**src/rtl/seg_rr_pkg.sv**
```systemverilog
package seg_rr_pkg;

   typedef enum logic [1:0] {
      ST_IDLE = 2'd0,
      ST_FILL = 2'd1,
      ST_EMIT = 2'd2,
      ST_DONE = 2'd3
   } spl_state_e;

   localparam int MIN_SEG_LOG2 = 3;
   localparam int BYTE_W       = 8;

endpackage

```
**src/rtl/seg_gather.sv**
```systemverilog
module seg_gather #(
   parameter int MAX_SEG_LOG2 = 6,
   localparam int BCNT_W      = MAX_SEG_LOG2 - 3,
   localparam int NUM_SLOTS   = 1 << BCNT_W,
   localparam int SEG_BITS    = 1 << MAX_SEG_LOG2
) (
   input  logic                clk,
   input  logic                rst_n,
   input  logic                clr,
   input  logic                push,
   input  logic [7:0]          din,
   input  logic [BCNT_W-1:0]   bytes_m1,
   output logic [BCNT_W-1:0]   bcnt,
   output logic                last_push,
   output logic [SEG_BITS-1:0] seg_bits
);

   logic [BCNT_W-1:0] bcnt_q;
   logic [7:0]        slot_q [NUM_SLOTS];

   assign bcnt      = bcnt_q;
   assign last_push = push && (bcnt_q == bytes_m1);

   always_ff @(posedge clk or negedge rst_n) begin
      if (!rst_n) begin
         bcnt_q <= '0;
      end else if (clr || last_push) begin
         bcnt_q <= '0;
      end else if (push) begin
         bcnt_q <= bcnt_q + BCNT_W'(1);
      end
   end

   for (genvar k = 0; k < NUM_SLOTS; k++) begin : g_slot
      always_ff @(posedge clk or negedge rst_n) begin
         if (!rst_n) begin
            slot_q[k] <= '0;
         end else if (push && !clr && (bcnt_q == BCNT_W'(k))) begin
            slot_q[k] <= din;
         end
      end
      // position p of the segment is bit (7 - p mod 8) of byte p div 8
      for (genvar i = 0; i < 8; i++) begin : g_bit
         assign seg_bits[k*8 + i] = slot_q[k][7-i];
      end
   end

   // the byte counter never passes the configured segment length
   p_bcnt_bound_r3 : assert property (@(posedge clk) disable iff (!rst_n)
      (!clr && !$past(clr)) |-> (bcnt_q <= bytes_m1));

endmodule

```
**src/rtl/seg_pick.sv**
```systemverilog
module seg_pick #(
   parameter int MAX_SEG_LOG2 = 6,
   localparam int SEG_BITS    = 1 << MAX_SEG_LOG2
) (
   input  logic [SEG_BITS-1:0]     seg_bits,
   input  logic [MAX_SEG_LOG2-1:0] len_m1,
   input  logic [MAX_SEG_LOG2-1:0] emit_idx,
   output logic                    bit_out
);

   logic [MAX_SEG_LOG2-1:0] pos;

   always_comb begin
      pos     = len_m1 - emit_idx;
      bit_out = seg_bits[pos];
   end

endmodule

```
**src/rtl/blk_counters.sv**
```systemverilog
module blk_counters #(
   parameter int BLK_W     = 4,
   parameter int IDX_W     = 16,
   localparam int NUM_BLK  = 1 << BLK_W
) (
   input  logic             clk,
   input  logic             rst_n,
   input  logic             clr,
   input  logic             inc,
   input  logic [BLK_W-1:0] sel,
   output logic [IDX_W-1:0] idx
);

   logic [IDX_W-1:0] cnt_q [NUM_BLK];

   for (genvar k = 0; k < NUM_BLK; k++) begin : g_cnt
      always_ff @(posedge clk or negedge rst_n) begin
         if (!rst_n) begin
            cnt_q[k] <= '0;
         end else if (clr) begin
            cnt_q[k] <= '0;
         end else if (inc && (sel == BLK_W'(k))) begin
            cnt_q[k] <= cnt_q[k] + IDX_W'(1);
         end
      end

      // a block's count moves only for bits routed to that block
      p_cnt_hold_r6 : assert property (@(posedge clk) disable iff (!rst_n)
         (!clr && !(inc && (sel == BLK_W'(k)))) |=> $stable(cnt_q[k]));
   end

   assign idx = cnt_q[sel];

endmodule

```
**src/rtl/seg_rr_splitter.sv**
```systemverilog
module seg_rr_splitter
   import seg_rr_pkg::*;
#(
   parameter int ADDR_W       = 16,
   parameter int IDX_W        = 16,
   parameter int MAX_SEG_LOG2 = 6,
   parameter int MAX_BLK_LOG2 = 4,
   parameter int CFG_W        = 3
) (
   input  logic                    clk,
   input  logic                    rst_n,
   input  logic                    start,
   input  logic [CFG_W-1:0]        cfg_seg_log2,
   input  logic [CFG_W-1:0]        cfg_blk_log2,
   input  logic [ADDR_W-1:0]       cfg_base_addr,
   input  logic [ADDR_W-1:0]       cfg_high_addr,
   input  logic                    in_valid,
   output logic                    in_ready,
   input  logic [ADDR_W-1:0]       in_addr,
   input  logic [7:0]              in_data,
   output logic                    out_valid,
   output logic [MAX_BLK_LOG2-1:0] out_blk,
   output logic [IDX_W-1:0]        out_bit_idx,
   output logic                    out_bit,
   output logic                    done
);

   localparam int BCNT_W   = MAX_SEG_LOG2 - 3;
   localparam int EIDX_W   = MAX_SEG_LOG2;
   localparam int BLK_W    = MAX_BLK_LOG2;
   localparam int SEG_BITS = 1 << MAX_SEG_LOG2;
   localparam int XA_W     = ADDR_W + 1;

   initial begin
      assert (MAX_SEG_LOG2 >= 4) else $error("MAX_SEG_LOG2 below 4");
      assert (MAX_BLK_LOG2 >= 1) else $error("MAX_BLK_LOG2 below 1");
      assert ((1 << CFG_W) > MAX_SEG_LOG2) else $error("CFG_W too narrow for segment exponent");
      assert ((1 << CFG_W) > MAX_BLK_LOG2) else $error("CFG_W too narrow for block exponent");
      assert (ADDR_W >= 1 && IDX_W >= 1) else $error("bad widths");
   end

   spl_state_e        state_q;
   logic [CFG_W-1:0]  a_q, bl_q, a_in, bl_in;
   logic [XA_W-1:0]   high_q, exp_q, addr_ext;
   logic [EIDX_W-1:0] emit_q, seg_len_m1;
   logic [BLK_W-1:0]  seg_q, blk_mask;
   logic [BCNT_W-1:0] seg_bytes_m1, bcnt;
   logic [SEG_BITS-1:0] seg_bits;
   logic              exp_past, push, adv, last_push, emit_last;
   logic [7:0]        push_byte;

   // configuration clamp
   always_comb begin
      if (cfg_seg_log2 < CFG_W'(MIN_SEG_LOG2))      a_in = CFG_W'(MIN_SEG_LOG2);
      else if (cfg_seg_log2 > CFG_W'(MAX_SEG_LOG2)) a_in = CFG_W'(MAX_SEG_LOG2);
      else                                          a_in = cfg_seg_log2;
      if (cfg_blk_log2 > CFG_W'(MAX_BLK_LOG2))      bl_in = CFG_W'(MAX_BLK_LOG2);
      else                                          bl_in = cfg_blk_log2;
   end

   // derived geometry of the latched configuration
   always_comb begin
      seg_len_m1   = EIDX_W'((32'd1 << a_q) - 32'd1);
      seg_bytes_m1 = BCNT_W'((32'd1 << (a_q - CFG_W'(MIN_SEG_LOG2))) - 32'd1);
      blk_mask     = BLK_W'((32'd1 << bl_q) - 32'd1);
   end

   assign addr_ext  = {1'b0, in_addr};
   assign exp_past  = exp_q > high_q;
   assign emit_last = (emit_q == seg_len_m1);

   // address tracker: real byte, zero fill, or trailing pad
   always_comb begin
      push      = 1'b0;
      push_byte = '0;
      if (state_q == ST_FILL) begin
         if (exp_past) begin
            push = (bcnt != '0);
         end else if (in_valid && (addr_ext >= exp_q)) begin
            push      = 1'b1;
            push_byte = (addr_ext == exp_q) ? in_data : 8'h00;
         end
      end
      adv = push && !exp_past;
   end

   assign in_ready = (state_q == ST_FILL) && !exp_past && (addr_ext <= exp_q);

   always_ff @(posedge clk or negedge rst_n) begin
      if (!rst_n) begin
         state_q <= ST_IDLE;
         a_q     <= CFG_W'(MIN_SEG_LOG2);
         bl_q    <= '0;
         high_q  <= '0;
         exp_q   <= '0;
         emit_q  <= '0;
         seg_q   <= '0;
      end else if (start) begin
         state_q <= ST_FILL;
         a_q     <= a_in;
         bl_q    <= bl_in;
         high_q  <= {1'b0, cfg_high_addr};
         exp_q   <= {1'b0, cfg_base_addr};
         emit_q  <= '0;
         seg_q   <= '0;
      end else begin
         unique case (state_q)
            ST_FILL: begin
               if (adv) exp_q <= exp_q + XA_W'(1);
               if (last_push) begin
                  state_q <= ST_EMIT;
                  emit_q  <= '0;
               end else if (exp_past && (bcnt == '0)) begin
                  state_q <= ST_DONE;
               end
            end
            ST_EMIT: begin
               if (emit_last) begin
                  emit_q  <= '0;
                  seg_q   <= seg_q + BLK_W'(1);
                  state_q <= exp_past ? ST_DONE : ST_FILL;
               end else begin
                  emit_q <= emit_q + EIDX_W'(1);
               end
            end
            default: state_q <= state_q;
         endcase
      end
   end

   seg_gather #(.MAX_SEG_LOG2(MAX_SEG_LOG2)) u_gather (
      .clk       (clk),
      .rst_n     (rst_n),
      .clr       (start),
      .push      (push),
      .din       (push_byte),
      .bytes_m1  (seg_bytes_m1),
      .bcnt      (bcnt),
      .last_push (last_push),
      .seg_bits  (seg_bits)
   );

   seg_pick #(.MAX_SEG_LOG2(MAX_SEG_LOG2)) u_pick (
      .seg_bits (seg_bits),
      .len_m1   (seg_len_m1),
      .emit_idx (emit_q),
      .bit_out  (out_bit)
   );

   assign out_valid = (state_q == ST_EMIT);
   assign out_blk   = seg_q & blk_mask;
   assign done      = (state_q == ST_DONE);

   blk_counters #(.BLK_W(BLK_W), .IDX_W(IDX_W)) u_cnt (
      .clk   (clk),
      .rst_n (rst_n),
      .clr   (start),
      .inc   (out_valid),
      .sel   (out_blk),
      .idx   (out_bit_idx)
   );

   // quiet until the first start
   p_quiet_idle_r1 : assert property (@(posedge clk) disable iff (!rst_n)
      (state_q == ST_IDLE) |-> (!in_ready && !out_valid && !done));

   // counters cleared by start
   p_idx_clear_r2 : assert property (@(posedge clk) disable iff (!rst_n)
      start |=> (out_bit_idx == '0));

   // the expected address never moves back without a start
   p_addr_mono_r2 : assert property (@(posedge clk) disable iff (!rst_n)
      !start |=> (exp_q >= $past(exp_q)));

   // block index stays inside the configured block count
   p_blk_range_r5 : assert property (@(posedge clk) disable iff (!rst_n)
      out_valid |-> ((out_blk & ~blk_mask) == '0));

   // done holds until restarted and blocks the input
   p_done_hold_r10 : assert property (@(posedge clk) disable iff (!rst_n)
      (done && !start) |=> (done && !in_ready));

   // no input accepted during emission
   p_ready_low_r11 : assert property (@(posedge clk) disable iff (!rst_n)
      out_valid |-> !in_ready);

   // emission runs without gaps to the segment end
   p_emit_run_r11 : assert property (@(posedge clk) disable iff (!rst_n)
      (out_valid && !emit_last && !start) |=> out_valid);

endmodule

```
**config.mk**
```make
export PLATFORM = sky130hd
export DESIGN_NAME = seg_rr_splitter
export DESIGN_NICKNAME = d
export VERILOG_FILES = /design/src/rtl/seg_rr_pkg.sv /design/src/rtl/seg_gather.sv /design/src/rtl/seg_pick.sv /design/src/rtl/blk_counters.sv /design/src/rtl/seg_rr_splitter.sv
export SDC_FILE = /design/constraint.sdc
export NUM_CORES = 1
export LEC_CHECK = 0
export BUFFER_PORTS_ARGS = -buffer_cell sky130_fd_sc_hd__buf_2
export CELL_PAD_IN_SITES_DETAIL_PLACEMENT = 1
export CELL_PAD_IN_SITES_GLOBAL_PLACEMENT = 2
export CORE_UTILIZATION = 40
export CTS_CLUSTER_DIAMETER = 120
export DETAILED_ROUTE_END_ITERATION = 10
export GPL_ROUTABILITY_DRIVEN = 1
export PLACE_DENSITY_LB_ADDON = 0.1
export SKIP_LAST_GASP = 1
export SLEW_MARGIN = 20
export SYNTH_ARGS = -nofsm -noshare
export SYNTH_HDL_FRONTEND = slang
export SYNTH_SLANG_ARGS = --single-unit
```
**constraint.sdc**
```tcl
create_clock -name clk -period 4.9 [get_ports clk]
set_clock_uncertainty 0.15 [all_clocks]
set_input_delay 0.49 -clock clk [delete_from_list [all_inputs] [get_ports clk]]
set_output_delay 0.49 -clock clk [all_outputs]
set_load 0.005 [all_outputs]
```
* Yosys cells after proc, flatten, opt, wreduce, memory -nomap -nowiden *
Cells that the tools add are included.

operators by class
  $add $sub $neg = 25
  magnitude comparators = 8
  equality and inequality tests = 31
  shift operators = 3
  multiplexer cells = 65
  bitwise logic cells = 2
  reduce and logical (&&, ||, !) cells = 63

operators with widths
  cell                   number
  $mux 16                34
  $add 16x1->16 const B  16
  $bmux 16 s4            1
  $mux 17                3
  $reduce_bool 2->1      21
  $eq 4x4->1 const B     8
  $mux 8                 4
  $logic_and 1x1->1      31
  $mux 6                 3
  $add 17x1->17 const B  1
  $eq 16x17->1           1
  $ge 16x17->1           1
  $gt 17x16->1           1
  $le 16x17->1           1
  $eq 4x3->1 const B     4
  $mux 3                 5
  $eq 3x3->1 const B     4
  $mux 4                 3
  $pmux 6 s2             1
  $mux 2                 5
  $eq 4x2->1 const B     2
  $lt 6x7->1 const B     1
  $add 6x1->6 const B    1
  $bmux 1 s6             1
  other kinds (34)       44

word-level totals
  flip-flop bits (word level) = 374
  input bits = 66
  output and inout port bits = 24
  word-level logic and storage cells = 229

* Longest topological paths before layout *
Gate-level depths: netlist of run 1.

  depth in word-level cells = 9
  mapped depth = 13
  mapped depth without buffers = 12

* Hierarchy *
A second synthesis of run 1 with hierarchy kept.

second synthesis, totals
  cell total of the unflattened synthesis = 2187
  area total of the unflattened synthesis = 22406.5 µm²

by module, submodules not included
  module           instances  cells an instance  area an instance (µm²)  sequential area each (µm²)
  blk_counters     1          1519               15089.5                 6406.1
  seg_rr_splitter  1          439                3779.9                  1278.7
  seg_gather       1          168                2686.3                  1676.6
  seg_pick         1          61                 850.8                   0.0

* Least setup slack after synthesis of run 1 *
Ideal clock, no wire load.

  path type = reg-to-output
  start point = register a_q[1]
  end point = output out_bit
  arrival time = 3499 ps
  data required time = 4260 ps
  setup slack = 761 ps
  cell stages (with the launch flop) = 11
  path buffers = 3
  cell sequence = dfstp_2 clkbuf_1 or3_1 ha_1 inv_1 fa_1 clkbuf_1 clkbuf_1 mux4_2 mux4_2 mux4_2

between the ends
  word-level cells in the longest chain between the ends = 5

ends and longest elaborated chain
  item                          line                    source
  from (decl)                   seg_rr_splitter.sv:43   logic [CFG_W-1:0] a_q, bl_q, a_in, bl_in;
  from (signal assigned)        seg_rr_splitter.sv:92   a_q <= CFG_W'(MIN_SEG_LOG2);
  from (signal assigned)        seg_rr_splitter.sv:100  a_q <= a_in;
  $shl 1x3->6                   seg_rr_splitter.sv:63   seg_len_m1 = EIDX_W'((32'd1 << a_q) - 32'd1);
  $sub 6x1->6                   seg_rr_splitter.sv:63
  $sub 6x6->6                   seg_pick.sv:14          pos = len_m1 - emit_idx;
  $bmux 1 s6                    seg_pick.sv:15          bit_out = seg_bits[pos];
  $mux 1 (implied by the code)  seg_pick.sv:15
  to (decl)                     seg_rr_splitter.sv:24   output logic out_bit,

No other way between the ends. The select of a mux whose other input is x is not followed.

* Worst setup path in the final report of run 1 *
  start point = register bl_q[2]
  end point = output out_bit_idx[3]

between the ends
  word-level cells in the longest chain between the ends = 7

ends and longest elaborated chain
  item                                         line                    source
  from (decl)                                  seg_rr_splitter.sv:43
  from (signal assigned)                       seg_rr_splitter.sv:101  bl_q <= bl_in;
  $shl 1x3->4                                  seg_rr_splitter.sv:65   blk_mask = BLK_W'((32'd1 << bl_q) - 32'd1);
  $sub 4x1->4                                  seg_rr_splitter.sv:65
  $and 4x4->4                                  seg_rr_splitter.sv:151  assign out_blk = seg_q & blk_mask;
  $not 4->5 (implied by the code)              blk_counters.sv:32      assign idx = cnt_q[sel];
  $bmux 16 s4                                  blk_counters.sv:32
  $mux 16 (implied by the code) (2 in series)  blk_counters.sv:32
  to (decl)                                    seg_rr_splitter.sv:23   output logic [IDX_W-1:0] out_bit_idx,

No other way between the ends. The select of a mux whose other input is x is not followed.

==> impl_metrics.env, run 1 <==
export IMPL_cp_slowest_cell="mux4_2"
export IMPL_wirelength_um=67810
export IMPL_worstMarginPinSlew_ps=1041
export IMPL_powerDensity_nw_per_um2=295.3
export IMPL_drc=0
export IMPL_yosysWarnings=0
export IMPL_die_area_um2=54930
export IMPL_critPathKind="flop to output pin"
export IMPL_synth_main_ff_cell="dfrtp_1"
export IMPL_mostFrequentLayoutCell="dfrtp_1"
export IMPL_slew_headroom=0.3052
export IMPL_nets=2589
export IMPL_finalHoldViolations=0
export IMPL_cts_root_buf="clkbuf_16"
export IMPL_status="finished, final reports clean"
export IMPL_cts_buffers=46
export IMPL_clk_path_buf_depth=3
export IMPL_dpl_hpwl_um=47250
export IMPL_slew_viol_final=0
export IMPL_synth_edf_count=0
export IMPL_clock_latency_ps=590
export IMPL_worstPathRequired_ps=4260
export IMPL_vias=17940
export IMPL_fmax_mhz=211.2
export IMPL_grt_use_total=0.2532
export IMPL_routedWlPerCell_um=21.33
export IMPL_start_util=0.4077
export IMPL_tritoncts="built"
export IMPL_final_cells=3179
export IMPL_finalPower_mw=7.295
export IMPL_grt_pass1_wl_um=107400
export IMPL_whs_path_depth=3
export IMPL_area_growth_pct=14.38
export IMPL_drt_initial_drc_count=939
export IMPL_cts_sinks=374
export IMPL_vias_per_cell=5.642
export IMPL_hold_end="exp_q[10]$_DFFE_PN0P_"
export IMPL_syn_num_nets=2500
export IMPL_dpl_worst_slack_ps=707.3
export IMPL_reg2reg_from="bl_q[2]$_DFFE_PN0P_"
export IMPL_worst_slack_ps=166.0
export IMPL_ios=90
export IMPL_hp_class="input pin to flop"
export IMPL_setup_tns_ps=0
export IMPL_min_period_over_period=0.9661
export IMPL_syn_avg_cell_area_um2=9.125
export IMPL_r2r_end="u_cnt.cnt_q[186]$_DFFE_PN0P_"
export IMPL_coreArea_um2=52970
export IMPL_crit_family="simple AND/OR/NAND/NOR gates"
export IMPL_path_buf_inv=2
export IMPL_hold_start="cfg_base_addr[10]"
export IMPL_drive_gt1_frac=0.1258
export IMPL_io_buffers=89
export IMPL_die_h_um=234.4
export IMPL_h_tree_depth=2
export IMPL_rr_worst_depth=10
export IMPL_critPathArrivalTime_ps=4090
export IMPL_rrSetupSlack_ps=860
export IMPL_path_cells="or3b_2 -> ha_1 -> nand2b_4 -> buf_4 -> o21ai_0 -> mux4_2 -> a21oi_1 -> buf_2"
export IMPL_max_stage_delay_ps=550
export IMPL_die_x_um=234.4
export IMPL_synth_seq_cells=374
export IMPL_rows=84
export IMPL_cp_start_kind="flop"
export IMPL_netlist_area_um2=21600
export IMPL_rsz0062_at_grt="no"
export IMPL_ys_seq_area_frac=0.4334
export IMPL_ir_worst_vdd_mv=0.2360
export IMPL_p_leak_nw=10.58
export IMPL_finalSetupViolations=0
export IMPL_max_cap_violations=0
export IMPL_antenna_found_initial=1
export IMPL_routabilityCongestion=0.8800
export IMPL_grt_max_degree=107
export IMPL_endpoint_kind="output pin"
export IMPL_synthCells=2367
export IMPL_post_cts_buffers=0
export IMPL_ys_types=75
export IMPL_period_minus_slack_ps=4734
export IMPL_async_flop_share=1.000
export IMPL_ant_nets=0
export IMPL_dpl_cell_count=3059
export IMPL_first_pass_iters=5
export IMPL_grt_ovfl_total=0
export IMPL_fillCellCount=6081
export IMPL_cp_max_fo=37
export IMPL_mostFrequentLayoutCells="dfrtp_1 (372), nand2_1 (364), nor2_1 (286), nand3_1 (185), xor2_1 (140)"
export IMPL_grt_pass1_vias=18800
export IMPL_clk_pin_slew_ps=60
-- cell families after synthesis --
family | synth area share
AND/OR/NAND/NOR | 0.2389
flip-flops | 0.4334
AO/OA/AOI/OAI | 0.08406
XOR/XNOR | 0.09935
buffers and inverters | 0.03395
multiplexers | 0.07114
adder cells (fa/ha/maj) | 0.03916
-- area by class of cell --
type / count / area, µm² / area share
flip-flops and latches: 374 / 9361 / 0.3790
clock buffers: 63 / 1295 / 0.05242
well taps: 688 / 860.8 / 0.03485
diodes: 2 / 5.005 / 0.0002026
inverters: 73 / 281.5 / 0.01140
multi-input cells: 1801 / 11520 / 0.4664
repair buffers: 160 / 1141 / 0.04619
clock inverters: 18 / 236.5 / 0.009573
-- state kept, by name, summed over array words and instances, names as in the netlist --
register	count
a_q	3
u_cnt.cnt_q	256
state_q	2
emit_q	6
high_q	16
u_gather.bcnt	3
u_gather.seg_bits	64
exp_q	17
bl_q	3
seg_q	4
-- Yosys cell counts (19+ instances only) --
cell type | number | area (µm²)
a21oi_1 | 60 | 300.3
a311oi_1 | 34 | 297.8
and3_1 | 54 | 337.8
clkbuf_1 | 96 | 360.4
dfrtp_1 | 372 | 9309
ha_1 | 66 | 825.8
inv_1 | 71 | 266.5
mux2_2 | 66 | 743.2
mux2i_1 | 23 | 230.2
mux4_2 | 24 | 540.5
nand2_1 | 365 | 1370
nand3_1 | 185 | 925.9
nand4_1 | 63 | 394.1
nor2_1 | 286 | 1074
nor3_1 | 34 | 170.2
o211ai_1 | 19 | 142.6
o21ai_0 | 75 | 375.4
or3_1 | 31 | 193.9
xnor2_1 | 105 | 919.6
xor2_1 | 140 | 1226
-- timing repair --
| item | CTS | global route |
|---|---|---|
| hold endpoints to repair | 122 | 0 |
| hold buffers | 37 | 0 |
| resized for setup | 0 | 2 |
| setup endpoints to repair | 0 | 15 |
-- worst max-delay path by stage --
stage	endpoint	slack [ps]	cells after the start	from
after floorplan	out_bit	760	10	a_q[1]$_DFFE_PN1P_
after global placement	out_bit_idx[2]	730	10	bl_q[2]$_DFFE_PN0P_
after detailed placement	out_bit_idx[12]	710	10	bl_q[2]$_DFFE_PN0P_
after CTS	out_bit_idx[12]	20	10	bl_q[2]$_DFFE_PN0P_
after global routing	out_bit_idx[6]	20	11	bl_q[2]$_DFFE_PN0P_
final	out_bit_idx[3]	170	8	bl_q[2]$_DFFE_PN0P_
-- through the flow --
stage	util	hold WS [ps]	instance area (µm²)
floorplan	-	44.41	21600
global placement	0.4303	334.4	22790
detailed placement	0.4303	340.9	22790
CTS	0.4662	3.286	24690
global route	0.4663	28.64	24700
finish	0.4664	15.36	24700
-- layer usage --
metal	global-route usage	share of wire	up-vias
li1	-	-	8406
met2	0.4309	0.49	294
met3	0.03648	0.041	95
met4	0.07419	0.025	0
met1	0.3330	0.45	9141
met5	0	0	-
-- power by group --
part	leakage, nW	internal (mW)	switching [mW]
logic	4.67	0.219	0.395
registers	5.15	3.13	0.0415
clock network	0.757	2.11	1.41
total	10.6	5.45	1.84
-- worst reg2reg max path, delay by kind of cell, from the launching register on --
| kind | cells | cell delay, ps |
|---|---|---|
| simple gates | 6 | 2260 |
| compound gates | 1 | 270 |
| fa+ha+maj | 1 | 320 |
| xor+xnor | 1 | 180 |
| buf+inv | 1 | 230 |
| flops | 1 | 470 |
Power figures use the tool's default switching activity.
==> inputs of run 2 (changes only) <==
clock period = 5.2 ns   (was 4.9 ns; I/O delays follow)
==> run 2 against run 1 <==
  * Count of clock-buffer cells in the layout increased by 2
  * First-iteration DRC count decreased by 8.4%
  * Register-to-register slack improved by 140 ps
  * Wire length decreased by 3.0%
  * Critical path depth unchanged
  * Die area unchanged
  * Final area decreased by 0.29%
  * Worst setup slack improved by 33 ps
  * Combinational power decreased by 7.0%
  * Global-route usage decreased by 0.68 points
  * Cell count decreased by 0.63%
  * Hold slack improved by 7.5 ps
==> impl_metrics.env, run 2 (same netlist as run 1, synthesis figures left out) <==
export IMPL_start_util=0.4077
export IMPL_min_period_over_period=0.9618
export IMPL_nets=2572
export IMPL_grt_ovfl_total=0
export IMPL_drc=0
export IMPL_ios=90
export IMPL_multiInputGateArea_um2=11530
export IMPL_vias_per_cell=5.571
export IMPL_antenna_found_initial=0
export IMPL_cp_start_kind="flop"
export IMPL_h_tree_depth=2
export IMPL_cp_max_fo=16
export IMPL_vias=17600
export IMPL_grt_pass1_wl_um=105900
export IMPL_die_h_um=234.4
export IMPL_critPathArrivalTime_ps=4330
export IMPL_diodes=0
export IMPL_grt_use_total=0.2464
export IMPL_final_seq_area_um2=9361
export IMPL_mostFrequentLayoutCells="dfrtp_1 (372), nand2_1 (364), nor2_1 (286), nand3_1 (185), xor2_1 (140)"
export IMPL_largest_register="u_cnt.cnt_q"
export IMPL_critPathKind="flop to output pin"
export IMPL_path_cells="or3_1 -> ha_1 -> inv_1 -> fa_1 -> mux4_2 -> mux4_2 -> mux4_2 -> buf_2"
export IMPL_finalHoldViolations=0
export IMPL_first_pass_iters=4
export IMPL_dpl_hpwl_um=46200
export IMPL_fmax_mhz=199.9
export IMPL_wirelength_um=65750
export IMPL_whs_ps=22.88
export IMPL_cts_buffers=46
export IMPL_period_minus_slack_ps=5001
export IMPL_worstPathRequired_ps=4530
export IMPL_p_leak_nw=10.52
export IMPL_fillCellCount=6129
export IMPL_largest_reg_flops=256
export IMPL_status="finished, final reports clean"
export IMPL_rsz0062_at_grt="no"
export IMPL_cp_slowest_cell="fa_1"
export IMPL_mostFrequentLayoutCell="dfrtp_1"
export IMPL_post_cts_buffers=0
export IMPL_clock_latency_ps=590
export IMPL_worstMarginPinSlew_ps=913.5
export IMPL_coreArea_um2=52970
export IMPL_slew_headroom=0.3873
export IMPL_endpoint_kind="output pin"
export IMPL_ir_worst_vdd_mv=0.2604
export IMPL_die_area_um2=54930
export IMPL_tritoncts="built"
export IMPL_cts_resized=0
export IMPL_setup_tns_ps=0
export IMPL_routedWlPerCell_um=20.81
export IMPL_drt_initial_drc_count=860
export IMPL_area_growth_pct=14.05
export IMPL_powerDensity_nw_per_um2=286.2
export IMPL_rows=84
export IMPL_critPathMostFrequentCell="mux4_2"
export IMPL_finalSetupViolations=0
export IMPL_clk_path_buf_depth=3
export IMPL_max_cap_violations=0
export IMPL_ant_nets=0
export IMPL_drive_gt1_frac=0.1242
export IMPL_io_buffers=89
export IMPL_cts_sinks=374
export IMPL_die_x_um=234.4
export IMPL_routabilityCongestion=0.8332
export IMPL_grt_max_degree=127
export IMPL_slew_viol_final=0
export IMPL_max_stage_delay_ps=1010
export IMPL_grt_pass1_vias=18630
export IMPL_clk_pin_slew_ps=60
export IMPL_hp_class="input pin to flop"
export IMPL_cts_root_buf="clkbuf_16"
## run 2: cell count changes in the layout (fill, tap and decap cells not counted), sizes merged
| cell | before | now |
|---|---|---|
| diode | 2 | 0 |
| clkinvlp | 1 | 4 |
| clkbuf | 63 | 65 |
| bufinv | 5 | 7 |
| dlygate4sd3 | 37 | 27 |
| inv | 74 | 72 |
| buf | 123 | 116 |
| clkinv | 11 | 5 |
## run 2: what timing repair did
| action | 4_1_cts | 5_1_grt |
|---|---|---|
| endpoints found under the setup margin | 0 | 0 |
| hold endpoints to repair | 101 | 0 |
| hold buffers | 27 | 0 |
## run 2: worst max-delay path: cells and delay by family (launching register included)
kind | cells | cell delay [ps]
and+or+nand+nor | 1 | 420
DFF | 1 | 440
muxes | 3 | 1380
buffers and inverters | 2 | 200
adders and majority gates | 2 | 1310
## run 2: path summary, 6_finish.rpt
path | start | endpoint | slack (ps) | cells past startpoint
setup / recovery | a_q[2]$_DFFE_PN0P_ | out_bit | 200 | 8
hold / removal | cfg_high_addr[15] | high_q[15]$_DFFE_PN0P_ | 20 | 3
setup reg to reg | bl_q[2]$_DFFE_PN0P_ | u_cnt.cnt_q[189]$_DFFE_PN0P_ | 1000 | 11
hold reg to reg | u_gather.seg_bits[19]$_DFFE_PN0P_ | u_gather.seg_bits[19]$_DFFE_PN0P_ | 350 | 1
max in group asynchronous | rst_n | exp_q[4]$_DFFE_PN0P_ | 3190 | 3
min in group asynchronous | rst_n | u_cnt.cnt_q[124]$_DFFE_PN0P_ | 370 | 2
## run 2: routing by layer
layer / vias up / global-route usage / part of all wire
li1: 8367 / - / -
met1: 8946 / 0.3300 / 0.47
met2: 209 / 0.4202 / 0.48
met3: 76 / 0.02687 / 0.026
met4: 0 / 0.06875 / 0.023
met5: - / 0 / 0
## run 2: area by class of cell
class	count	area share
clock inverters	15	0.01072
flip-flops and latches	374	0.3800
repair buffers	143	0.03962
well taps	688	0.03495
clock buffers	65	0.05547
multi-input cells	1801	0.4680
inverters	73	0.01123
## run 2: through the flow
step	std cells	power [mW]	cell area, µm²	util	setup slack [ps]
floorplan	2367	3.372	21600	-	1031
global placement	3052	3.579	22730	0.4290	848.4
detailed placement	3052	3.598	22730	0.4290	790.6
CTS	3159	7.155	24630	0.4649	157.1
global route	3159	7.321	24630	0.4650	33.32
finish	3159	7.051	24630	0.4650	198.7
## run 2: power by group
group          total [mW]  internal [mW]  switching [mW]
sequential           2.99           2.95          0.0402
clock                3.49           2.17            1.33
combinational       0.571          0.200           0.371
total                7.05           5.31            1.74
==> inputs of run 3 (changes only) <==
CELL_PAD_IN_SITES_DETAIL_PLACEMENT = 0   (was 1)
CELL_PAD_IN_SITES_GLOBAL_PLACEMENT = 1   (was 2)
CORE_UTILIZATION = 47   (was 40)
==> run 3 against run 2 <==
  * Global-route usage rose by 1.0 points
  * Final area fell by 0.87%
  * Hold slack got worse by 8.7 ps
  * Via count fell by 1.1%
==> impl_metrics.env, run 3 (same netlist as run 1, synthesis figures left out) <==
export IMPL_area_growth_pct=13.05
export IMPL_cts_hold_buf=32
export IMPL_first_pass_iters=7
export IMPL_whs_ps=14.20
export IMPL_powerDensity_nw_per_um2=276.4
export IMPL_cp_max_fo=16
export IMPL_drt_initial_drc_count=1311
export IMPL_mostFrequentLayoutCell="dfrtp_1"
export IMPL_mostFrequentLayoutCells="dfrtp_1 (372), nand2_1 (364), nor2_1 (286), nand3_1 (185), xor2_1 (140)"
export IMPL_slew_viol_final=0
export IMPL_crit_family="multiplexers"
export IMPL_grt_max_degree=143
export IMPL_worst_slack_ps=230.3
export IMPL_path_buf_inv=2
export IMPL_nets=2572
export IMPL_antenna_found_initial=3
export IMPL_drc=0
export IMPL_slew_headroom=0.4128
export IMPL_cts_root_buf="clkbuf_16"
export IMPL_p_leak_nw=10.46
export IMPL_cts_buffers=45
export IMPL_clk_pin_slew_ps=50
export IMPL_max_stage_delay_ps=990
export IMPL_largest_register="u_cnt.cnt_q"
export IMPL_dpl_worst_slack_ps=814.5
export IMPL_h_tree_depth=2
export IMPL_path_cells="or3_1 -> ha_1 -> inv_1 -> fa_1 -> mux4_2 -> mux4_2 -> mux4_2 -> buf_2"
export IMPL_worstMarginPinSlew_ps=873.4
export IMPL_cts_resized=0
export IMPL_grt_pass1_wl_um=95010
export IMPL_tritoncts="built"
export IMPL_critPathArrivalTime_ps=4300
export IMPL_grt_pass1_vias=17020
export IMPL_status="finished, final reports clean"
export IMPL_die_x_um=216.4
export IMPL_worstPathRequired_ps=4530
export IMPL_endpoint_kind="output pin"
export IMPL_coreArea_um2=45380
export IMPL_min_period_over_period=0.9557
export IMPL_routabilityCongestion=0.8904
export IMPL_ir_worst_vdd_mv=0.2667
export IMPL_rows=78
export IMPL_grt_use_total=0.2568
export IMPL_period_minus_slack_ps=4970
export IMPL_die_area_um2=46820
export IMPL_cp_slowest_cell="fa_1"
export IMPL_wirelength_um=59370
export IMPL_finalHoldViolations=0
export IMPL_critPathMostFrequentCell="mux4_2"
export IMPL_fmax_mhz=201.2
export IMPL_finalPower_mw=6.750
export IMPL_critPathKind="flop to output pin"
export IMPL_clk_path_buf_depth=3
export IMPL_dpl_hpwl_um=40960
export IMPL_io_buffers=89
export IMPL_setup_tns_ps=0
export IMPL_max_cap_violations=0
export IMPL_largest_reg_flops=256
export IMPL_vias=17410
export IMPL_hp_class="input pin to flop"
export IMPL_vias_per_cell=5.667
export IMPL_grt_ovfl_total=0
export IMPL_cts_sinks=374
export IMPL_finalSetupViolations=0
export IMPL_post_cts_buffers=0
export IMPL_drive_gt1_frac=0.1202
export IMPL_clock_latency_ps=600
export IMPL_ios=90
export IMPL_routedWlPerCell_um=19.33
export IMPL_rsz0062_at_grt="no"
export IMPL_die_h_um=216.4
export IMPL_start_util=0.4759
export IMPL_cp_start_kind="flop"
export IMPL_ant_nets=0
## run 3: cell types whose count changed in the layout (fill, tap and decap cells not counted), moves of 2 or more
cell / delta
clkbuf_16: -2
clkinvlp_4: -2
buf_4: -5
bufinv_16: -4
dlygate4sd3_1: +5
diode_2: +2
clkbuf_1: +3
clkbuf_8: +2
## run 3: worst paths after layout
| path | start | endpoint | slack (ps) | cells past startpoint |
|---|---|---|---|---|
| worst max register to register | bl_q[2]$_DFFE_PN0P_ | u_cnt.cnt_q[189]$_DFFE_PN0P_ | 840 | 11 |
| max in group asynchronous | rst_n | u_gather.seg_bits[52]$_DFFE_PN0P_ | 3130 | 3 |
| worst min-delay path | cfg_base_addr[13] | exp_q[13]$_DFFE_PN0P_ | 10 | 3 |
| worst max-delay path | a_q[2]$_DFFE_PN0P_ | out_bit | 230 | 8 |
| min in group asynchronous | rst_n | u_cnt.cnt_q[95]$_DFFE_PN0P_ | 400 | 2 |
| worst min register to register | u_gather.seg_bits[6]$_DFFE_PN0P_ | u_gather.seg_bits[6]$_DFFE_PN0P_ | 350 | 1 |
## run 3: layout make-up
type	instances	area (µm²)
fill	4169	20960
clock inverter	10	137.6
inverter	73	276.5
clock buffer	68	1355
tap	600	750.7
sequential	374	9361
timing repair buffer	144	1008
antenna	2	5.005
multi-input combinational	1801	11520
## run 3: metrics by stage
stage	cell area (µm²)	utilization	std cells
detailed placement	22600	0.4980	2960
CTS	24410	0.5379	3070
floorplan	21600	-	2367
global route	24410	0.5380	3071
finish	24420	0.5380	3072
global placement	22600	0.4980	2960
## run 3: power breakdown
part           internal, mW  switching (mW)
Clock                  1.94            1.28
Combinational         0.200           0.354
Sequential             2.95          0.0374
## run 3: per-layer routing
layer  routed length [µm]  track usage
met5                   15            0
met4                 1224      0.06667
met3                 3675      0.05600
met2                27620       0.4131
met1                26840       0.3504
## run 3: worst reg2reg max path: stages, from the launching register on
cell	delay [ps]
dfrtp_1	460
or3b_2	490
ha_1	310
nand2b_4	370
inv_4	310
buf_12	310
nor3_1	360
a31oi_1	270
nor4_1	770
nand3_1	180
xor2_1	160
nor2_1	60
